[config.mk]
export PLATFORM = sky130hd
export DESIGN_NAME = ipi_ctrl
export DESIGN_NICKNAME = d
export VERILOG_FILES = /design/src/rtl/ipi_pkg.sv /design/src/rtl/ipi_rst_sync.sv /design/src/rtl/ipi_addr_dec.sv /design/src/rtl/ipi_core_slot.sv /design/src/rtl/ipi_rd_mux.sv /design/src/rtl/ipi_ctrl.sv
export SDC_FILE = /design/constraint.sdc
export NUM_CORES = 1
export LEC_CHECK = 0
export ABC_AREA = 1
export BUFFER_PORTS_ARGS = -buffer_cell sky130_fd_sc_hd__buf_2
export CAP_MARGIN = 10
export CORE_MARGIN = 8
export CORE_UTILIZATION = 55
export CTS_CLUSTER_SIZE = 16
export DETAILED_ROUTE_END_ITERATION = 6
export PLACE_DENSITY = 0.84
export RECOVER_POWER = 25
export SYNTH_ARGS = -nofsm -noshare
export SYNTH_HDL_FRONTEND = slang
export SYNTH_SLANG_ARGS = --single-unit
[constraint.sdc]
create_clock -name clk -period 3.69 [get_ports clk]
set_clock_uncertainty 0.2 [all_clocks]
set_input_delay 0.738 -clock clk [delete_from_list [all_inputs] [get_ports clk]]
set_output_delay 0.738 -clock clk [all_outputs]
set_load 0.05 [all_outputs]
[src/rtl/ipi_pkg.sv]
package ipi_pkg;
  localparam int WORD_W  = 32;
  localparam int CORE_NW = 14;
  localparam int MSG_W   = 16;

  typedef logic [CORE_NW-1:0] core_num_t;
  typedef logic [MSG_W-1:0]   msg_t;

  typedef struct packed {
    logic      ack;
    logic      send;
    core_num_t dst;
    msg_t      msg;
  } ctrl_word_t;

  typedef struct packed {
    logic      rsvd;
    logic      pend;
    core_num_t src;
    msg_t      msg;
  } stat_word_t;
endpackage

[src/rtl/ipi_rst_sync.sv]
module ipi_rst_sync (
  input  logic clk,
  input  logic rst_n,
  output logic rst_q_n
);
  logic stage_q;

  always_ff @(posedge clk or negedge rst_n) begin
    if (!rst_n) begin
      stage_q <= 1'b0;
      rst_q_n <= 1'b0;
    end else begin
      stage_q <= 1'b1;
      rst_q_n <= stage_q;
    end
  end
endmodule

[src/rtl/ipi_addr_dec.sv]
module ipi_addr_dec
  import ipi_pkg::*;
#(
  parameter int NUM_CORES = 1,
  parameter int ADDR_W    = 5,
  localparam int IDX_W    = ADDR_W - 3
) (
  input  logic [ADDR_W-1:0]    addr,
  input  logic                 we,
  input  logic [WORD_W-1:0]    wdata,
  output logic [IDX_W-1:0]     idx,
  output logic                 idx_ok,
  output logic                 sel_stat,
  output core_num_t            src_num,
  output logic [NUM_CORES-1:0] ctrl_wr_vec,
  output logic [NUM_CORES-1:0] deliver_vec,
  output logic [NUM_CORES-1:0] ack_vec
);
  localparam logic [IDX_W:0]   IDX_LIM = NUM_CORES[IDX_W:0];
  localparam logic [CORE_NW:0] DST_LIM = NUM_CORES[CORE_NW:0];

  ctrl_word_t cw;
  logic       ctrl_wr;
  logic       dst_ok;

  always_comb begin
    cw       = ctrl_word_t'(wdata);
    idx      = addr[ADDR_W-1:3];
    sel_stat = addr[2];
    idx_ok   = ({1'b0, idx} < IDX_LIM);
    ctrl_wr  = we && !sel_stat && idx_ok;
    dst_ok   = ({1'b0, cw.dst} < DST_LIM);
    src_num  = CORE_NW'(idx);
  end

  for (genvar i = 0; i < NUM_CORES; i++) begin : g_core
    assign ctrl_wr_vec[i] = ctrl_wr && (idx == IDX_W'(i));
    assign ack_vec[i]     = ctrl_wr_vec[i] && cw.ack;
    assign deliver_vec[i] = ctrl_wr && cw.send && dst_ok && (cw.dst == CORE_NW'(i));
  end
endmodule

[src/rtl/ipi_core_slot.sv]
module ipi_core_slot
  import ipi_pkg::*;
(
  input  logic              clk,
  input  logic              rst_n,
  input  logic              ctrl_wr,
  input  logic              deliver,
  input  logic              ack,
  input  logic [WORD_W-1:0] wdata,
  input  core_num_t         src_num,
  output logic [WORD_W-1:0] ctrl_q,
  output logic [WORD_W-1:0] stat_q,
  output logic              irq_q
);
  stat_word_t  stat_d;
  logic        stat_en;

  always_comb begin
    stat_d  = stat_word_t'(stat_q);
    stat_en = deliver || ack;
    if (deliver) begin
      stat_d.rsvd = 1'b0;
      stat_d.pend = 1'b1;
      stat_d.src  = src_num;
      stat_d.msg  = wdata[MSG_W-1:0];
    end
    if (ack) begin
      stat_d.pend = 1'b0;
    end
  end

  always_ff @(posedge clk or negedge rst_n) begin
    if (!rst_n) begin
      ctrl_q <= '0;
    end else if (ctrl_wr) begin
      ctrl_q <= wdata;
    end
  end

  always_ff @(posedge clk or negedge rst_n) begin
    if (!rst_n) begin
      stat_q <= '0;
      irq_q  <= 1'b0;
    end else if (stat_en) begin
      stat_q <= stat_d;
      irq_q  <= stat_d.pend;
    end
  end
endmodule

[src/rtl/ipi_rd_mux.sv]
module ipi_rd_mux
  import ipi_pkg::*;
#(
  parameter int NUM_CORES = 1,
  parameter int IDX_W     = 2
) (
  input  logic [IDX_W-1:0]            idx,
  input  logic                        idx_ok,
  input  logic                        sel_stat,
  input  logic [NUM_CORES*WORD_W-1:0] ctrl_flat,
  input  logic [NUM_CORES*WORD_W-1:0] stat_flat,
  output logic [WORD_W-1:0]           rdata
);
  always_comb begin
    rdata = '0;
    for (int i = 0; i < NUM_CORES; i++) begin
      if (idx_ok && (idx == IDX_W'(i))) begin
        rdata = sel_stat ? stat_flat[i*WORD_W +: WORD_W]
                         : ctrl_flat[i*WORD_W +: WORD_W];
      end
    end
  end
endmodule

[src/rtl/ipi_ctrl.sv]
module ipi_ctrl
  import ipi_pkg::*;
#(
  parameter int NUM_CORES = 1,
  parameter int ADDR_W    = 5
) (
  input  logic                 clk,
  input  logic                 rst_n,
  input  logic [ADDR_W-1:0]    bus_addr,
  input  logic                 bus_we,
  input  logic [31:0]          bus_wdata,
  output logic [31:0]          bus_rdata,
  output logic [NUM_CORES-1:0] irq_o
);
  localparam int IDX_W = ADDR_W - 3;

  logic                        rst_q_n;
  logic [IDX_W-1:0]            idx;
  logic                        idx_ok;
  logic                        sel_stat;
  core_num_t                   src_num;
  logic [NUM_CORES-1:0]        ctrl_wr_vec;
  logic [NUM_CORES-1:0]        deliver_vec;
  logic [NUM_CORES-1:0]        ack_vec;
  logic [NUM_CORES*WORD_W-1:0] ctrl_flat;
  logic [NUM_CORES*WORD_W-1:0] stat_flat;

  ipi_rst_sync u_rst (
    .clk     (clk),
    .rst_n   (rst_n),
    .rst_q_n (rst_q_n)
  );

  ipi_addr_dec #(.NUM_CORES(NUM_CORES), .ADDR_W(ADDR_W)) u_dec (
    .addr        (bus_addr),
    .we          (bus_we),
    .wdata       (bus_wdata),
    .idx         (idx),
    .idx_ok      (idx_ok),
    .sel_stat    (sel_stat),
    .src_num     (src_num),
    .ctrl_wr_vec (ctrl_wr_vec),
    .deliver_vec (deliver_vec),
    .ack_vec     (ack_vec)
  );

  for (genvar i = 0; i < NUM_CORES; i++) begin : g_slot
    ipi_core_slot u_slot (
      .clk     (clk),
      .rst_n   (rst_q_n),
      .ctrl_wr (ctrl_wr_vec[i]),
      .deliver (deliver_vec[i]),
      .ack     (ack_vec[i]),
      .wdata   (bus_wdata),
      .src_num (src_num),
      .ctrl_q  (ctrl_flat[i*WORD_W +: WORD_W]),
      .stat_q  (stat_flat[i*WORD_W +: WORD_W]),
      .irq_q   (irq_o[i])
    );
  end

  ipi_rd_mux #(.NUM_CORES(NUM_CORES), .IDX_W(IDX_W)) u_rd (
    .idx       (idx),
    .idx_ok    (idx_ok),
    .sel_stat  (sel_stat),
    .ctrl_flat (ctrl_flat),
    .stat_flat (stat_flat),
    .rdata     (bus_rdata)
  );
endmodule

==> key figures, run 1 <==
Run status
  • Status: finished with violations
  • Failing checks: capacitance limit, slew limit

CTS
  • Clock Tree Buf Depth: 2
  • Post-cts resize count: 0
  • Clock transition at the registers of the reported paths: 90 ps
  • Total CTS buffers: 5
  • H-tree Lvls: 2
  • Setup bufs post-CTS: 0
  • Clk_lat worst skew: 310 ps
  • CTS tree: done
  • Sink Count: 53
  • CTS root buffer: clkbuf_8

Layout
  • Fillers: 370
  • Layout cells sized above 1: 0.225
  • ANT cells: 0
  • Nets: around 430
  • Finished Layout Cells: 439
  • Area grow syn2layout: 18.3%
  • Final core occ: 0.679
  • Finished Cell Area: a little under 3000 um2

Setup path
  • Crit path from: bus_addr[2]
  • Critical Path AT: approximately 2100 ps
  • Critical path class: input pin to output port
  • Reg-to-Reg Start: u_rst.rst_q_n$_DFF_PN0_
  • Slowest CP cell: inv_1
  • Critical Path Stages: 6
  • CP startpoint kind: input pin
  • Largest fanout on the critical path: 22
  • Critical path's top delay family: buffers and inverters
  • Ordered cell list for the critical path: buf_2 > inv_1 > buf_12 > nand2_1 > a21oi_1 > buf_2
  • Req. time, crit path: around 2800 ps
  • Worst Path Buf+Inv: 4
  • Worst r2r path cells: 1
  • CP max stage delay: ~380 ps
  • Setup crit end kind: output port
  • Most Frequent Cell on Critical Path: buf_2

Hold path
  • Worst Hold Class: flop to flop
  • Hold_sp: u_rst.stage_q$_DFF_PN0_
  • Hold path depth: 0

Logic synthesis
  • Cell area after synthesis: roughly 2500 um2
  • Yosys warns: 0
  • Sequential area share after synthesis: 0.531
  • Post-synthesis register bit count: 53
  • Top cells by area, synth: dfrtp_1 (53%), nand2_1 (25%), nand4_1 (4.0%), a21oi_1 (3.8%), nor2_1 (3.0%)
  • Post-synth EDFFs: 0
  • Cell taking the most area after synthesis: dfrtp_1
  • Ys flop type: dfrtp_1
  • Top cell type's share of synthesized area: 0.531
  • Count leader, synth: nand2_1
  • Commonest cells post-synth: nand2_1 (168), dfrtp_1 (53), nor2_1 (20)
  • Post-Syn Area per Cell: 7.74 um2
  • Syn nets: 363
  • Synth cell types: 20
  • Mapped Cells: 323
  • Async SR Flop Fraction: 1.00

Timing
  • Max Slew Vio Count: 29
  • Setup TNS: 0 ps
  • Achievable Freq: approximately 0.33 GHz
  • Setup ws final: between 600 and 700 ps
  • Setup-failing EPs final: 0
  • Final hold vios: 0
  • Fin crit period: 3050 ps
  • Worst-Margin Slew: 1540 ps
  • RSZ-0062 raised after global routing: false
  • Slew HR: -0.0285
  • Final period utilization: 0.828
  • Fin Hold WS: 161 ps

GRT
  • Initial antenna violation count: 0
  • GR Util All Layers: 0.180
  • GRT overflow: 0
  • Largest net degree at the start of global routing: 52
  • First-pass GRT wire length: 10600 um
  • Number of global-route vias before repair: 2257

Power and ir drop
  • VDD IR-drop max: approximately 0.29 mV
  • Power Density: 422 nW/um2
  • Pwr Total: between 1 and 1.5 mW
  • Lkg Pwr: 1.66 nW

Placed design
  • GP Congestion: 0.786
  • Final HPWL DP: 4140 um
  • Placed instance area: 2860 um2
  • Setup WS pre-CTS: 643 ps
  • Port Buffers: 70
  • Placed Cells: 429

Route
  • Antenna-violating nets left: 0
  • DRC: 0
  • Initial DRC Count: between 200 and 250
  • Vias: between 2000 and 2500
  • Pre-antenna DRT Iters: 5
  • Routed WL per cell: 14.4 um
  • Drt total wl: ~6300 um
  • Vias per Instance: 5.22

Floorplanning
  • Initial Util: 0.574
  • I/O Pins: 73
  • Core area: 4350 um2
  • Die W: 83.4 um
  • Die area: between 6000 and 7000 um2
  • Row count: 24
  • Die Height: 83.4 um

Flow run
  • Max-cap violations: 1
[area by class of cell]
class	instances	area, um2	share of cell area
Multi-Input combinational cell	239	1040	0.352
Clock buffer	8	90.1	0.0305
Tap cell	52	65.1	0.0220
Timing Repair Buffer	73	383	0.129
Sequential cell	53	1330	0.449
Inverter	14	52.6	0.0178
[sequential cells by signal (all words and copies together) (netlist names)]
signal / cells
g_slot.u_slot.ctrl_q: 32
u_rst.rst_q_n: 1
u_rst.stage_q: 1
g_slot.u_slot.stat_q: 19
[metal layers]
metal  GRT usage  wire, um  vias to the layer above
met4      0.0581        98                        0
met2       0.307      3110                       85
met5           0         0                        -
met1       0.212      2690                     1067
li1            -         -                     1129
met3      0.0498       434                       10
[worst paths after layout]
path / to / slack [ps]
worst max register to register: g_slot[0].u_slot.ctrl_q[14]$_DFFE_PN0N_ / 1170
worst max-delay path: bus_rdata[13] / 640
worst min register to register: u_rst.rst_q_n$_DFF_PN0_ / 160
min in group asynchronous: g_slot[0].u_slot.ctrl_q[29]$_DFFE_PN0N_ / 190
worst min-delay path: u_rst.rst_q_n$_DFF_PN0_ / 160
max in group asynchronous: g_slot[0].u_slot.ctrl_q[14]$_DFFE_PN0N_ / 1170
[cell families (layout without fill, tap and decap cells)]
family          Yosys count  in the layout  share of synthesized area
compound gates           27             27                     0.0566
buf+inv                  31             95                     0.0536
flops                    53             53                      0.531
other cells               1              1                    0.00150
simple gates            211            211                      0.358
[cell usage in the layout, fill, tap and decap left out, drive strengths merged, types with 6 or more instances in the layout]
cell,Yosys,layout
a21oi,20,20
buf,13,70
clkbuf,4,10
dfrtp,53,53
inv,14,14
nand2,169,169
nand4,16,16
nor2,25,25
o21ai,6,6
[what timing repair did]
item                                   CTS  global route
endpoints found under the hold margin    2             0
hold buffers                             1             0
setup endpoints to repair                0             0
[power breakdown]
group	total, mW	switching (mW)	leakage (nW)	internal (mW)
sequential	0.686	0.0372	0.689	0.649
clock	0.338	0.185	0.0455	0.153
combinational	0.225	0.153	0.922	0.0718
total	1.25	0.375	1.66	0.874
Power figures use the tool's default switching activity.
==> run 2, diff against run 1 <==
--- a/config.mk
+++ b/config.mk
@@ -9,10 +9,10 @@
 export BUFFER_PORTS_ARGS = -buffer_cell sky130_fd_sc_hd__buf_2
 export CAP_MARGIN = 10
 export CORE_MARGIN = 8
-export CORE_UTILIZATION = 55
+export CORE_UTILIZATION = 46
 export CTS_CLUSTER_SIZE = 16
 export DETAILED_ROUTE_END_ITERATION = 6
-export PLACE_DENSITY = 0.84
+export PLACE_DENSITY = 0.75
 export RECOVER_POWER = 25
 export SYNTH_ARGS = -nofsm -noshare
 export SYNTH_HDL_FRONTEND = slang
==> constraint.sdc (replaced) <==
create_clock -name clk -period 2.74 [get_ports clk]
set_clock_uncertainty 0.2 [all_clocks]
set_input_delay 0.548 -clock clk [delete_from_list [all_inputs] [get_ports clk]]
set_output_delay 0.548 -clock clk [all_outputs]
set_load 0.05 [all_outputs]
==> key figures, run 2 (synthesized netlist as in run 1, its figures left out) <==
CTS
  • Clk_lat worst skew: 300 ps
  • Sink Count: 53
  • Clock Tree Buf Depth: 2
  • CTS root buffer: clkbuf_8
  • Setup bufs post-CTS: 0
  • Post-cts resize count: 0
  • Total CTS buffers: 5
  • H-tree Lvls: 2
  • Hold_buf cts: 2
  • CTS tree: done
  • Clock transition at the registers of the reported paths: roughly 90 ps

Layout
  • Area grow syn2layout: 20.6%
  • Largest regs: g_slot.u_slot.ctrl_q x32, g_slot.u_slot.stat_q x19
  • Commonest non-fill, non-tap cell in the layout: nand2_1
  • ANT cells: 0
  • Layout cells sized above 1: 0.244
  • Max reg flops: 32
  • Nets: 432
  • Fillers: approximately 510
  • Largest Register: g_slot.u_slot.ctrl_q
  • Most frequent cells in the layout: nand2_1 (168), buf_2 (69), dfrtp_1 (52)

Power and ir drop
  • VDD IR-drop max: between 0.3 and 0.4 mV
  • Lkg Pwr: ~1.7 nW
  • Power Density: about 550 nW/um2

Timing
  • Achievable Freq: 0.417 GHz
  • Setup-failing EPs final: 0
  • Final period utilization: 0.875
  • Setup TNS: 0 ps
  • Fin Hold WS: roughly 150 ps
  • RSZ-0062 raised after global routing: false
  • Max Slew Vio Count: 0
  • Worst-Margin Slew: just under 1000 ps
  • Fin crit period: 2400 ps
  • Final hold vios: 0
  • Slew HR: 0.346

Setup path
  • Largest fanout on the critical path: 12
  • Setup crit end kind: output port
  • Req. time, crit path: 1990 ps
  • Critical Path AT: roughly 1700 ps
  • Critical path class: input pin to output port
  • CP startpoint kind: input pin

Route
  • Drt total wl: roughly 6200 um
  • Vias per Instance: 4.87
  • Vias: between 2000 and 2500
  • Antenna-violating nets left: 0
  • Routed WL per cell: 13.3 um
  • DRC: 0
  • Initial DRC Count: 205
  • Pre-antenna DRT Iters: 5

GRT
  • GR Util All Layers: 0.160
  • First-pass GRT wire length: 10800 um
  • GRT overflow: 0
  • Largest net degree at the start of global routing: 41
  • Initial antenna violation count: 0
  • Number of global-route vias before repair: 2300

Placed design
  • Port Buffers: 70
  • GP Congestion: 0.761
  • Final HPWL DP: 4330 um

Floorplanning
  • Core area: between 5000 and 6000 um2
  • Die W: 89.7 um
  • Die Height: 89.7 um
  • Row count: 27
  • Initial Util: 0.465
  • I/O Pins: 73
  • Die area: 8050 um2

Flow run
  • Max-cap violations: 0

Run status
  • Status: finished clean

Hold path
  • Worst Hold Class: flop to flop
[run 2: critical path, cell delays in order]
cell and delay [ps]:
buf_2 110, inv_1 230, buf_4 250, nand2_1 80, a21oi_1 140, buf_2 290
[run 2: final timing paths]
check / cells past startpoint / end / slack [ps] / startpoint
min: 0 / u_rst.rst_q_n$_DFF_PN0_ / 150 / u_rst.stage_q$_DFF_PN0_
min reg2reg: 0 / u_rst.rst_q_n$_DFF_PN0_ / 150 / u_rst.stage_q$_DFF_PN0_
max in group asynchronous: 1 / g_slot[0].u_slot.ctrl_q[2]$_DFFE_PN0N_ / 1410 / u_rst.rst_q_n$_DFF_PN0_
max reg2reg: 1 / g_slot[0].u_slot.ctrl_q[2]$_DFFE_PN0N_ / 1410 / u_rst.rst_q_n$_DFF_PN0_
min in group asynchronous: 1 / g_slot[0].u_slot.stat_q[13]$_DFFE_PN0P_ / 320 / u_rst.rst_q_n$_DFF_PN0_
max: 6 / bus_rdata[12] / 340 / bus_addr[2]
[run 2: layout make-up]
type	instances	area [um2]	area share
well taps	72	90.1	0.0299
repair buffers	79	419	0.139
clock inverters	3	17.5	0.00581
clock buffers	5	68.8	0.0228
inverters	14	52.6	0.0174
multi-input cells	239	1040	0.345
flip-flops and latches	53	1330	0.440
[run 2: through the flow]
step           instance area [um2]  setup slack (ps)   util  power [mW]  instances
2_1_floorplan                 2500               235      -        1.15        323
3_3_place_gp                  2910               371  0.542        1.24        455
3_5_place_dp                  2910               333  0.542        1.25        455
4_1_cts                       3020               333  0.562        1.68        465
5_1_grt                       3020               240  0.561        1.76        465
6_report                      3020               343  0.561        1.66        465
[run 2: routing by layer]
metal	track usage	vias to the layer above	wire length, um
met5	0	-	0
met2	0.258	74	3040
met3	0.0374	5	312
li1	-	1139	-
met1	0.202	1045	2760
met4	0.0606	0	80
[run 2: power by group]
part,internal (mW),switching [mW]
clock network,0.177,0.249
logic,0.0993,0.210
registers,0.874,0.0453
